### config.mk
export PLATFORM = sky130hd
export DESIGN_NAME = conv_word_fmt
export DESIGN_NICKNAME = d
export VERILOG_FILES = /design/src/rtl/cwf_pkg.sv /design/src/rtl/cwf_sat.sv /design/src/rtl/cwf_osc_fsm.sv /design/src/rtl/cwf_pack.sv /design/src/rtl/conv_word_fmt.sv
export SDC_FILE = /design/constraint.sdc
export NUM_CORES = 1
export LEC_CHECK = 0
export BUFFER_PORTS_ARGS = -buffer_cell sky130_fd_sc_hd__buf_2
export CAP_MARGIN = 15
export CORE_UTILIZATION = 40
export CTS_BUF_LIST = sky130_fd_sc_hd__clkbuf_2 sky130_fd_sc_hd__clkbuf_4 sky130_fd_sc_hd__clkbuf_8
export DETAILED_ROUTE_END_ITERATION = 16
export PLACE_DENSITY = 0.68
export SLEW_MARGIN = 20
export SYNTH_ARGS = -nofsm -noshare
export SYNTH_HDL_FRONTEND = slang
export SYNTH_SLANG_ARGS = --single-unit
export TNS_END_PERCENT = 1
### constraint.sdc
create_clock -name clk -period 1.1 [get_ports clk]
set_clock_uncertainty 0.1 [all_clocks]
set_input_delay 0.11 -clock clk [delete_from_list [all_inputs] [get_ports clk]]
set_output_delay 0.11 -clock clk [all_outputs]
set_load 0.005 [all_outputs]
### src/rtl/cwf_pkg.sv
package cwf_pkg;
    localparam int WORD_W = 24;
    localparam int WIDE_DW = 20;
    localparam int NARROW_DW = 16;

    typedef enum logic [1:0] {
        OSC_CLEAR   = 2'd0,
        OSC_PRESENT = 2'd1,
        OSC_DRAIN   = 2'd2
    } osc_state_t;
endpackage

### src/rtl/cwf_sat.sv
module cwf_sat #(
    parameter int IN_W  = 24,
    parameter int OUT_W = 20
) (
    input  logic signed [IN_W-1:0] raw,
    output logic [OUT_W-1:0]       field,
    output logic                   out_of_range
);
    localparam int EXT_W = IN_W - OUT_W + 1;

    logic [EXT_W-1:0] head;

    always_comb begin
        head = raw[IN_W-1:OUT_W-1];
        out_of_range = !((&head) || (~|head));
        if (out_of_range) begin
            field = raw[IN_W-1] ? {1'b1, {(OUT_W-1){1'b0}}}
                                : {1'b0, {(OUT_W-1){1'b1}}};
        end else begin
            field = raw[OUT_W-1:0];
        end
    end
endmodule

### src/rtl/cwf_osc_fsm.sv
module cwf_osc_fsm
    import cwf_pkg::*;
#(
    parameter int HOLD_WORDS = 4
) (
    input  logic clk,
    input  logic rst_n,
    input  logic strobe,
    input  logic osc_level,
    output logic flag
);
    localparam int CNT_W = $clog2(HOLD_WORDS + 1);
    localparam logic [CNT_W-1:0] HOLD_V = CNT_W'(HOLD_WORDS);
    localparam logic [CNT_W-1:0] ONE_V  = CNT_W'(1);

    osc_state_t       st, st_n;
    logic [CNT_W-1:0] cnt, cnt_n;

    always_ff @(posedge clk or negedge rst_n) begin
        if (!rst_n) begin
            st  <= OSC_CLEAR;
            cnt <= '0;
        end else begin
            st  <= st_n;
            cnt <= cnt_n;
        end
    end

    always_comb begin
        st_n  = st;
        cnt_n = cnt;
        flag  = osc_level || (st != OSC_CLEAR);
        if (strobe) begin
            unique case (st)
                OSC_CLEAR: begin
                    if (osc_level) begin
                        st_n  = OSC_PRESENT;
                        cnt_n = HOLD_V;
                    end
                end
                OSC_PRESENT: begin
                    if (osc_level) begin
                        cnt_n = HOLD_V;
                    end else begin
                        cnt_n = HOLD_V - ONE_V;
                        st_n  = (HOLD_V == ONE_V) ? OSC_CLEAR : OSC_DRAIN;
                    end
                end
                OSC_DRAIN: begin
                    if (osc_level) begin
                        st_n  = OSC_PRESENT;
                        cnt_n = HOLD_V;
                    end else begin
                        cnt_n = cnt - ONE_V;
                        if (cnt == ONE_V) st_n = OSC_CLEAR;
                    end
                end
                default: begin
                    st_n  = OSC_CLEAR;
                    cnt_n = '0;
                end
            endcase
        end
    end
endmodule

### src/rtl/cwf_pack.sv
module cwf_pack
    import cwf_pkg::*;
#(
    parameter int DATA_W = 20
) (
    input  logic              ovr,
    input  logic              osc,
    input  logic [DATA_W-1:0] data,
    output logic [WORD_W-1:0] word
);
    generate
        if (DATA_W == WIDE_DW) begin : g_wide
            assign word = {1'b0, ovr, osc, 1'b0, data};
        end else begin : g_narrow
            assign word = {1'b0, ovr, osc, 1'b0, {(WIDE_DW-DATA_W){1'b0}}, data};
        end
    endgenerate
endmodule

### src/rtl/conv_word_fmt.sv
module conv_word_fmt
    import cwf_pkg::*;
#(
    parameter int IN_W       = 24,
    parameter bit NARROW     = 1'b0,
    parameter int HOLD_WORDS = 4
) (
    input  logic                   clk,
    input  logic                   rst_n,
    input  logic                   in_valid,
    input  logic signed [IN_W-1:0] in_result,
    input  logic                   osc_detect,
    output logic                   out_valid,
    output logic [WORD_W-1:0]      out_word
);
    localparam int DATA_W = NARROW ? NARROW_DW : WIDE_DW;

    logic [DATA_W-1:0] sat_field;
    logic              sat_ovr;
    logic              osc_flag;
    logic [WORD_W-1:0] packed_word;

    cwf_sat #(.IN_W(IN_W), .OUT_W(DATA_W)) u_sat (
        .raw          (in_result),
        .field        (sat_field),
        .out_of_range (sat_ovr)
    );

    cwf_osc_fsm #(.HOLD_WORDS(HOLD_WORDS)) u_osc (
        .clk       (clk),
        .rst_n     (rst_n),
        .strobe    (in_valid),
        .osc_level (osc_detect),
        .flag      (osc_flag)
    );

    cwf_pack #(.DATA_W(DATA_W)) u_pack (
        .ovr  (sat_ovr),
        .osc  (osc_flag),
        .data (sat_field),
        .word (packed_word)
    );

    always_ff @(posedge clk or negedge rst_n) begin
        if (!rst_n) begin
            out_valid <= 1'b0;
            out_word  <= '0;
        end else begin
            out_valid <= in_valid;
            if (in_valid) out_word <= packed_word;
        end
    end
endmodule

**Word-level counts from Yosys, hierarchy flattened**

Cells that the tools add are included.

- Add/sub/neg operators: 1
- Equal/unequal tests: 6
- Muxes and demuxes: 11
- Reductions and logical operators: 10

Operators with widths:

| cell | count |
|---|---|
| $mux 20 | 2 |
| $mux 3 | 3 |
| $pmux 3 s3 | 1 |
| $mux 2 | 4 |
| $pmux 2 s3 | 1 |
| $reduce_and 5->1 | 1 |
| $reduce_or 5->1 | 1 |
| $ne 2x2->1 const B | 2 |
| $reduce_and 4->1 | 1 |
| $eq 3x1->1 const B | 1 |
| $ne 3x2->1 const B | 1 |
| $sub 3x1->3 const B | 1 |
| $eq 2x1->1 const B | 1 |
| $eq 2x2->1 const B | 1 |
| $logic_not 1->1 | 2 |
| $logic_not 2->1 | 1 |
| $logic_or 1x1->1 | 2 |
| $reduce_and 2->1 | 1 |
| $reduce_bool 2->1 | 1 |

- Output and inout port bits: 25
- Bits in registers: 28
- Word-level logic and storage cells: 32

**Logic depth before layout (Yosys ltp)**

Gate-level depths: netlist of run 1.

- Depth after elaboration: 4
- Mapped depth: 5
- Gate-level depth less buffers: 5

**Hierarchy**

Synthesis of run 1 repeated with hierarchy kept, for this count alone.

- Cells, all modules: 187
- Area total of the unflattened synthesis: 2015.7 µm²

By module, submodules not included:

| module | cells an instance | times used | area each (µm²) | sequential area each (µm²) |
|---|---|---|---|---|
| conv_word_fmt | 52 | 1 | 1022.2 | 625.6 |
| cwf_sat | 77 | 1 | 489.2 | 0.0 |
| cwf_osc_fsm | 33 | 1 | 320.3 | 125.1 |
| cwf_pack | 25 | 1 | 183.9 | 0.0 |

**Worst setup path before layout of run 1**

No wires, ideal clock.

- Kind: flip-flop to flip-flop
- From: register u_osc.cnt[0]
- To: register u_osc.cnt[2]
- Setup slack: -0.074 ns
- Period minus slack after synthesis: 1.174 ns
- Cell stages (with the launch flop): 6
- Arrival time: 0.948 ns
- Cell sequence: dfrtp_1 > inv_1 > ha_1 > a21o_1 > a21oi_1 > a21oi_1

- Longest elaborated chain between the ends: 3

RTL lines:

| element | line | RTL |
|---|---|---|
| from (decl) | cwf_osc_fsm.sv:17 | `logic [CNT_W-1:0] cnt, cnt_n;` |
| from (signal assigned) | cwf_osc_fsm.sv:25 | `cnt <= cnt_n;` |
| $sub 3x1->3 | cwf_osc_fsm.sv:54 | `cnt_n = cnt - ONE_V;` |
| $mux 3 | cwf_osc_fsm.sv:50 | `if (osc_level) begin` |
| $pmux 3 s3 | cwf_osc_fsm.sv:34 | `unique case (st)` |

No other way between the ends.
A chain may end at the register's enable or synchronous reset.

**Worst setup path in the final report of run 1**

- From: register u_osc.cnt[1]
- To: register u_osc.st[1]

- Longest elaborated chain between the ends: 3

RTL lines:

| element | line | RTL |
|---|---|---|
| $eq 3x1->1 | cwf_osc_fsm.sv:55 | `if (cnt == ONE_V) st_n = OSC_CLEAR;` |
| $ne 3x2->1 (no source line) | -- |  |
| $reduce_and 4->1 (no source line) | -- |  |
| to (signal assigned) | cwf_osc_fsm.sv:24 | `st <= st_n;` |
| to (decl) | cwf_osc_fsm.sv:16 | `osc_state_t st, st_n;` |

No other way between the ends.

==> impl_metrics.ini, run 1 <==
[worst_setup_path]
arrival_ps = 1390
crit_path_max_incr_delay_ps = 420
path_max_fanout = 3
critPathTopFamily = flip-flops
critical_path_required_ps = 1220
critPathLaunchType = flip-flop
path_buf_inv = 1
critPathSlowestCell = dfrtp_1
end_kind = flip-flop
crit_chain = inv_2 -> ha_2 -> nor2b_1 -> o31ai_1 -> a32o_1
critical_path_class = flip-flop to flip-flop

[clocking]
cts_inserted_buffers = 3
cts_sinks = 28
clock_latency_ps = 310
cts_max_level = 1
clockRootBuffer = clkbuf_4
clkSlewWorstSetupHoldPaths_ps = 140
cts_buffer_depth = 2
cts_tree = yes

[global_route]
grt_usage_pct = 19.14
grt_max_degree = 56
grt_pass1_vias = 1120
overflow = 0
antenna_found_initial = 0
grt_pass1_wl_um = 5147

[run_status]
violations = setup timing
run_status = complete, but fails checks

[routing]
firstDrtPassIters = 4
vias = 1147
drcViolationCount = 0
vias_per_cell = 5.053
routedWlPerCell_um = 13.62
detail-route-antenna-nets = 0
drt_iter0_drc = 39
wl_um = 3091

[synth]
ys.flop_type = dfrtp_1
yosysTopAreaCell = dfrtp_1
ys_seq_elements = 28
synth_common_cells = 28 x dfrtp_1, 21 x nor2b_1, 20 x a311o_1
ys_seq_area_share_pct = 52.48
synth_area_leaders = dfrtp_1 52%, a311o_1 15%, nor2b_1 9.8%
synth-async-reset-ratio_pct = 100.0
syn_avg_cell_area_um2 = 11.81
synth.distinct_cells = 29
syn_area_mm2 = 0.001335
syn_inst = 113
yosysWarnings = 0
synth-edff-count = 0
netlist.area_leader.share_pct = 52.48
synth_most_common_cell = dfrtp_1

[layout]
fill_cells = 296
final_nets = 215
diodes = 0
areaGrowthSynthToFinish_pct = 41.05
layout-drive-gt1-share_pct = 37.70
final_cells = 227

[floorplanning]
fp-row-count = 20
fp.dieW_um = 59.77
die_h_um = 59.77
core_mm2 = 0.003103
start_util_pct = 43.02
ioPinCount = 53
dieArea_mm2 = 0.003572

[timing]
rsz0062_at_grt = yes
finalSetupViolCount = 4
fin_crit_sh_pct = 115.1
min_period_ps = 1267
fin_tns_setup_ps = -506.3
hold_viol = 0
drv_slew = 0
fin_ws_ps = -166.6
worstMarginPinSlew_ps = 792.7
max_slew_margin_pct = 47.10
max_freq_mhz = 789.5

[placement]
place_ws_ps = -569.5
dp_hpwl_um = 1985
place_inst = 202
gp_congestion = 0.7470
port_buffers = 50

[min_path]
hold_path.class = primary input to flip-flop

[job]
max_cap_violations = 0

[power_and_ir_drop]
ir_drop_v = 0.0007235
power_leakage_nw = 0.8378
powerDensity_mw_per_mm2 = 1225
==> cell families after synthesis <==
group | Yosys count | synth area share, %
buffers and inverters | 16 | 6.747
AO/OA/AOI/OAI | 34 | 22.02
flip-flops | 28 | 52.48
other | 1 | 0.2809
multiplexers | 1 | 0.8434
adder cells (fa/ha/maj) | 2 | 1.874
AND/OR/NAND/NOR | 31 | 15.75
==> path summary, 6_finish.rpt <==
kind                               startpoint            to  slack (ps)  cells after the start
worst max-delay path             u_osc.cnt[1]   u_osc.st[1]        -170                      5
worst min-delay path            in_result[23]  out_word[19]         100                      3
worst max register to register   u_osc.cnt[1]   u_osc.st[1]        -170                      5
worst min register to register   out_word[19]  out_word[19]         450                      1
max in group asynchronous               rst_n   u_osc.st[0]         400                      3
min in group asynchronous               rst_n   out_word[1]         110                      2
==> flip-flops by register name, indices dropped and copies added (netlist names) <==
name	count
out_valid	1
u_osc.cnt	3
u_osc.st	2
out_word	22
==> cells in the final DEF, fill, tap and decap left out, types with 2 or more instances in the layout <==
cell / n
dfrtp_1: 27
clkbuf_4: 3
inv_1: 2
nor2b_1: 21
buf_2: 50
ha_2: 2
nor2_1: 2
buf_4: 7
o22a_1: 2
a311o_1: 20
a21oi_1: 4
o22ai_1: 2
dlygate4sd3_1: 21
conb_1: 2
==> cell type report <==
| cell class | count | area, um^2 | share of cell area [%] |
|---|---|---|---|
| clock buffers | 3 | 22.52 | 1.196 |
| multi-input cells | 70 | 559.3 | 29.70 |
| repair buffers | 79 | 533.0 | 28.31 |
| flip-flops and latches | 28 | 701.9 | 37.28 |
| well taps | 44 | 55.05 | 2.924 |
| inverters | 3 | 11.26 | 0.5980 |
==> per-stage QoR <==
stage          total power [W]  instance area [um^2]  hold WS [ps]  util [%]
4_1_cts               0.002314                  1872         89.99     60.32
5_1_grt               0.002456                  1883         88.31     60.69
3_5_place_dp          0.001853                  1633        -71.42     52.62
3_3_place_gp          0.001821                  1633        -76.51     52.62
2_1_floorplan         0.001580                  1341        -285.6         -
6_report              0.002306                  1883         96.46     60.69
==> worst register-to-register path: stages, from the launching register on <==
cell and delay, ps:
dfrtp_1 420, inv_2 70, ha_2 150, nor2b_1 120
o31ai_1 70, a32o_1 240
==> per-layer routing <==
metal  up-vias  global-route usage [%]  part of all wire, %
met5         -                       0                    0
met4         0                   4.983                    0
met3         0                   1.948                  2.8
met2        28                   34.60                   54
met1       559                   24.23                   44
li1        560                       -                    -
==> timing repair <==
item	CTS	global route
setup endpoints to repair	24	11
hold buffers	21	0
resized for setup	2	2
buffers inserted	0	1
endpoints found under the hold margin	49	0
==> where the power goes <==
part	leakage (nW)	internal, W	switching, W
logic	0.497	0.000385	0.000277
clock network	0.0138	0.000128	0.000273
registers	0.327	0.00116	0.0000836
No activity file was read; power rests on OpenSTA's default activity.
==> run 2: changes to the inputs <==
Settings changed: CORE_ASPECT_RATIO set to 0.5, CTS_BUF_LIST sky130_fd_sc_hd__clkbuf_2 sky130_fd_sc_hd__clkbuf_4 sky130_fd_sc_hd__clkbuf_8 to sky130_fd_sc_hd__clkbuf_4.
==> run 2 against run 1 <==
Effect of this change: the flow still finishes with violations (setup timing); global-route usage fell by 2.3 points; critical endpoint unchanged; critical path type unchanged; non-clock buffer count fell by 1; first-iteration DRC count rose by 2.6%.
==> impl_metrics.ini, run 2 (synthesis gave the netlist of run 1 again) <==
[global_route]
antenna_found_initial = 0
overflow = 0
met1_usage_pct = 22.19
grt_usage_pct = 16.80
grt_pass1_wl_um = 4850
grt_busiest_layer = met2
grt_use_met3_pct = 3.502
grt_pass1_vias = 1080
met2_usage_pct = 29.76
grt_max_degree = 56

[placement]
dpl-instance-area_mm2 = 0.001622
place_inst = 198
gp_congestion = 0.7204
dp_hpwl_um = 1830
place_ws_ps = -258.4
port_buffers = 50

[layout]
layout_commonest_cell = buf_2
seqCellArea_um2 = 701.9
multi_input_area_um2 = 571.8
top_register = out_word
final_cell_mix = 50 x buf_2, 27 x dfrtp_1, 21 x dlygate4sd3_1, 20 x nor2b_1, 20 x a311o_1
utilization_pct = 60.67
diodes = 0
final_cell_area_mm2 = 0.001871
final_nets = 214
final_cells = 222
reg_top3 = out_word: 22 flops, u_osc.cnt: 3 flops, u_osc.st: 2 flops
layout-drive-gt1-share_pct = 39.01
largest_register_ffs = 22
fill_cells = 267
areaGrowthSynthToFinish_pct = 40.11

[run_status]
violations = setup timing
run_status = complete, but fails checks

[clocking]
cts_buffer_depth = 2
clockRootBuffer = clkbuf_4
post_cts_buffers = 0
cts_max_level = 1
cts_sinks = 28
clock_latency_ps = 320
clkSlewWorstSetupHoldPaths_ps = 130
cts_inserted_buffers = 3
cts_tree = yes

[routing]
detail-route-antenna-nets = 0
wl_um = 2800
vias_per_cell = 5.059
drt_iter0_drc = 40
firstDrtPassIters = 5
drcViolationCount = 0
vias = 1123
routedWlPerCell_um = 12.61

[timing]
fin_crit_sh_pct = 113.4
finalSetupViolCount = 4
max_freq_mhz = 801.9
rsz0062_at_grt = yes
drv_slew = 0
min_period_ps = 1247
hold_viol = 0
max_slew_margin_pct = 45.91
fin_ws_ps = -147.0
worstMarginPinSlew_ps = 810.5

[worst_setup_path]
ff2ff_path_depth = 5
crit_path_max_incr_delay_ps = 410
critPathLaunchType = flip-flop
critical_path_class = flip-flop to flip-flop
end_kind = flip-flop
critPathSlowestCell = dfrtp_1
path_max_fanout = 3
crit_chain = inv_2 -> ha_2 -> nor2b_4 -> o31ai_2 -> a32o_1
arrival_ps = 1370
critical_path_required_ps = 1230
cp-startpoint = u_osc.cnt[1]
reg2reg_from = u_osc.cnt[1]

[min_path]
hold_path.class = primary input to flip-flop
min_from = in_result[23]
hold_path_depth = 3

[power_and_ir_drop]
ir_drop_v = 0.0006388
power_w = 0.002298
powerDensity_mw_per_mm2 = 1229
power_leakage_nw = 0.8300

[job]
max_cap_violations = 0

[floorplanning]
fp.dieW_um = 83.70
start_util_pct = 43.30
dieArea_mm2 = 0.003587
core_mm2 = 0.003083
die_h_um = 42.85
ioPinCount = 53
fp-row-count = 14
-- run 2: cell types whose count changed in the layout (fill, tap and decap cells not counted), sizes merged --
cell / delta
buf: -1
-- run 2: layout make-up --
cell class	count	share of cell area [%]
inverter	3	0.6020
sequential	28	37.53
tap	40	2.676
clock buffer	3	1.204
timing repair buffer	78	27.42
multi-input combinational	70	30.57
-- run 2: final timing paths --
path / to / slack (ps)
hold reg to reg: out_word[19] / 430
min in group asynchronous: out_word[0] / 200
setup reg to reg: u_osc.st[1] / -150
setup / recovery: u_osc.st[1] / -150
hold / removal: out_word[19] / 90
max in group asynchronous: u_osc.st[0] / 420
-- run 2: power breakdown --
part	switching (W)	internal [W]	total, W
sequential	0.0000876	0.00116	0.00125
clock	0.000278	0.000129	0.000407
combinational	0.000268	0.000376	0.000644
-- run 2: routing by layer --
metal  routed length, um  share of wire [%]
met1                1262                 45
met2                1453                 52
met3                  85                3.0
met4                   0                  0
met5                   0                  0
-- run 2: repair_timing --
item                                   CTS  global route
cloned                                   0             0
setup endpoints to repair                4            16
endpoints found under the hold margin   50             0
hold buffers                            21             0
pin swaps                                0             5
resized for setup                        2             5
-- run 2: stage by stage --
step                TNS (ps)  hold WS (ps)
floorplan             -344.3        -285.6
global placement      -11320         30.98
global route          -841.3         75.65
finish                -447.1         85.33
detailed placement     -5315         36.00
CTS                   -505.6         78.66
-- run 2: critical path, delay by kind of cell, from the launching register on --
family                   cells  cell delay [ps]
flip-flops                   1              410
AO/OA/AOI/OAI                2              280
adder cells (fa/ha/maj)      1              160
AND/OR/NAND/NOR              1              130
buffers and inverters        1               80
==> run 3: changes to the inputs <==
Settings changed: CORE_MARGIN set to 1, PLACE_DENSITY 0.68 to 0.65.
Clock period 1.1 ns to 1.55 ns, I/O delays scaled along.
==> run 3 against run 2 <==
Effect of this change: total power decreased by 30%; the flow now finishes without violations; first-iteration DRC count rose by 38%; via count up 0.71%; non-clock buffer count shrank 5; clock-buffer cell count is the same; utilization down 1.1 points; cell area shrank 1.8%; wire length shrank 0.32%; flip-flop and latch count is the same; clock power is 25% lower; die area unchanged; global-route usage decreased by 0.073 points.
==> impl_metrics.ini, run 3 (synthesis gave the netlist of run 1 again) <==
[run_status]
run_status = finished, final reports clean

[global_route]
grt_pass1_vias = 1015
antenna_found_initial = 0
grt_max_degree = 56
grt_usage_pct = 16.72
overflow = 0
grt_pass1_wl_um = 4692

[layout]
layout_commonest_cell = buf_2
reg_top3 = out_word: 22 flops, u_osc.cnt: 3 flops, u_osc.st: 2 flops
diodes = 0
final_cell_area_mm2 = 0.001837
fill_cells = 275
areaGrowthSynthToFinish_pct = 37.58
layout-drive-gt1-share_pct = 33.15
final_cell_mix = 50 x buf_2, 28 x dfrtp_1, 21 x nor2b_1, 21 x dlygate4sd3_1, 20 x a311o_1
final_cells = 218
utilization_pct = 59.58
largest_register_ffs = 22
top_register = out_word
final_nets = 209

[floorplanning]
fp.dieW_um = 83.70
start_util_pct = 43.30
core_mm2 = 0.003083
fp-row-count = 14
dieArea_mm2 = 0.003587
die_h_um = 42.85
ioPinCount = 53

[timing]
worstMarginPinSlew_ps = 679.9
max_slew_margin_pct = 54.48
max_freq_mhz = 772.7
fin_crit_sh_pct = 83.49
fin_ws_ps = 255.8
rsz0062_at_grt = no
drv_slew = 0
finalSetupViolCount = 0
min_period_ps = 1294
hold_viol = 0
fin_tns_setup_ps = 0

[placement]
place_inst = 193
place_ws_ps = 108.6
dpl-instance-area_mm2 = 0.001600
gp_congestion = 0.6873
dp_hpwl_um = 1827
port_buffers = 50

[worst_setup_path]
path_max_fanout = 4
critPathLaunchType = flip-flop
critical_path_class = flip-flop to flip-flop
critical_path_required_ps = 1670
arrival_ps = 1410
end_kind = flip-flop

[clocking]
clkSlewWorstSetupHoldPaths_ps = 150
clock_latency_ps = 320
cts_inserted_buffers = 3
clockRootBuffer = clkbuf_4
cts_buffer_depth = 2
post_cts_buffers = 0
cts_tree = yes
cts_sinks = 28
cts_max_level = 1

[routing]
routedWlPerCell_um = 12.80
drcViolationCount = 0
drt_iter0_drc = 55
detail-route-antenna-nets = 0
firstDrtPassIters = 4
vias = 1131
wl_um = 2791
vias_per_cell = 5.188

[power_and_ir_drop]
ir_drop_v = 0.0003803
powerDensity_mw_per_mm2 = 873.9
power_leakage_nw = 0.8185

[job]
max_cap_violations = 0

[min_path]
hold_path.class = primary input to flip-flop
run 3: cell count changes in the layout (fill, tap and decap cells not counted), moves of 2 or more:
| cell | previous run | this run |
|---|---|---|
| ha_2 | 2 | 0 |
| buf_12 | 0 | 2 |
| ha_1 | 0 | 2 |
| buf_4 | 7 | 0 |
| inv_1 | 1 | 3 |
| inv_2 | 2 | 0 |
run 3: layout make-up:
class | count | area, um^2 | area share [%]
Timing Repair Buffer | 73 | 500.5 | 27.25
Clock buffer | 3 | 22.52 | 1.226
Multi-Input combinational cell | 70 | 548.0 | 29.84
Clock inverter | 1 | 3.754 | 0.2044
Tap cell | 40 | 50.05 | 2.725
Inverter | 3 | 11.26 | 0.6131
Sequential cell | 28 | 700.7 | 38.15
run 3: critical path, stage by stage (launching register included):
cell and delay (ps):
dfrtp_1 430, inv_1 70, ha_1 220, a21o_1 180
a21oi_1 130, a21oi_1 50
run 3: timing repair:
action                                  in CTS  in global routing
endpoints found under the setup margin       0                  0
hold buffers                                21                  0
gates resized for setup                      0                  0
endpoints found under the hold margin       48                  0
run 3: metrics by stage:
step	hold slack (ps)	power, W
finish	8.644	0.001605
global route	2.601	0.001708
CTS	2.310	0.001623
detailed placement	113.7	0.001277
global placement	106.6	0.001268
floorplan	-240.6	0.001120
run 3: where the power goes:
part           switching (W)  internal (W)
logic               0.000181      0.000238
clock network       0.000210     0.0000947
registers          0.0000580      0.000823
total               0.000450       0.00116
run 3: path summary, 6_finish.rpt:
path	cells after the start	to	slack (ps)	startpoint
worst max-delay path	5	u_osc.cnt[2]	260	u_osc.cnt[0]
worst min-delay path	2	out_word[19]	9	in_result[23]
worst max register to register	5	u_osc.cnt[2]	260	u_osc.cnt[0]
worst min register to register	1	out_word[19]	420	out_word[19]
max in group asynchronous	2	out_valid	700	rst_n
min in group asynchronous	2	out_word[2]	240	rst_n
run 3: routing by layer:
layer	wire, um	vias to the layer above	global-route usage [%]
met5	0	-	0
met4	30	0	5.085
met3	96	4	4.864
met2	1338	26	26.50
met1	1325	549	22.46
li1	-	552	-
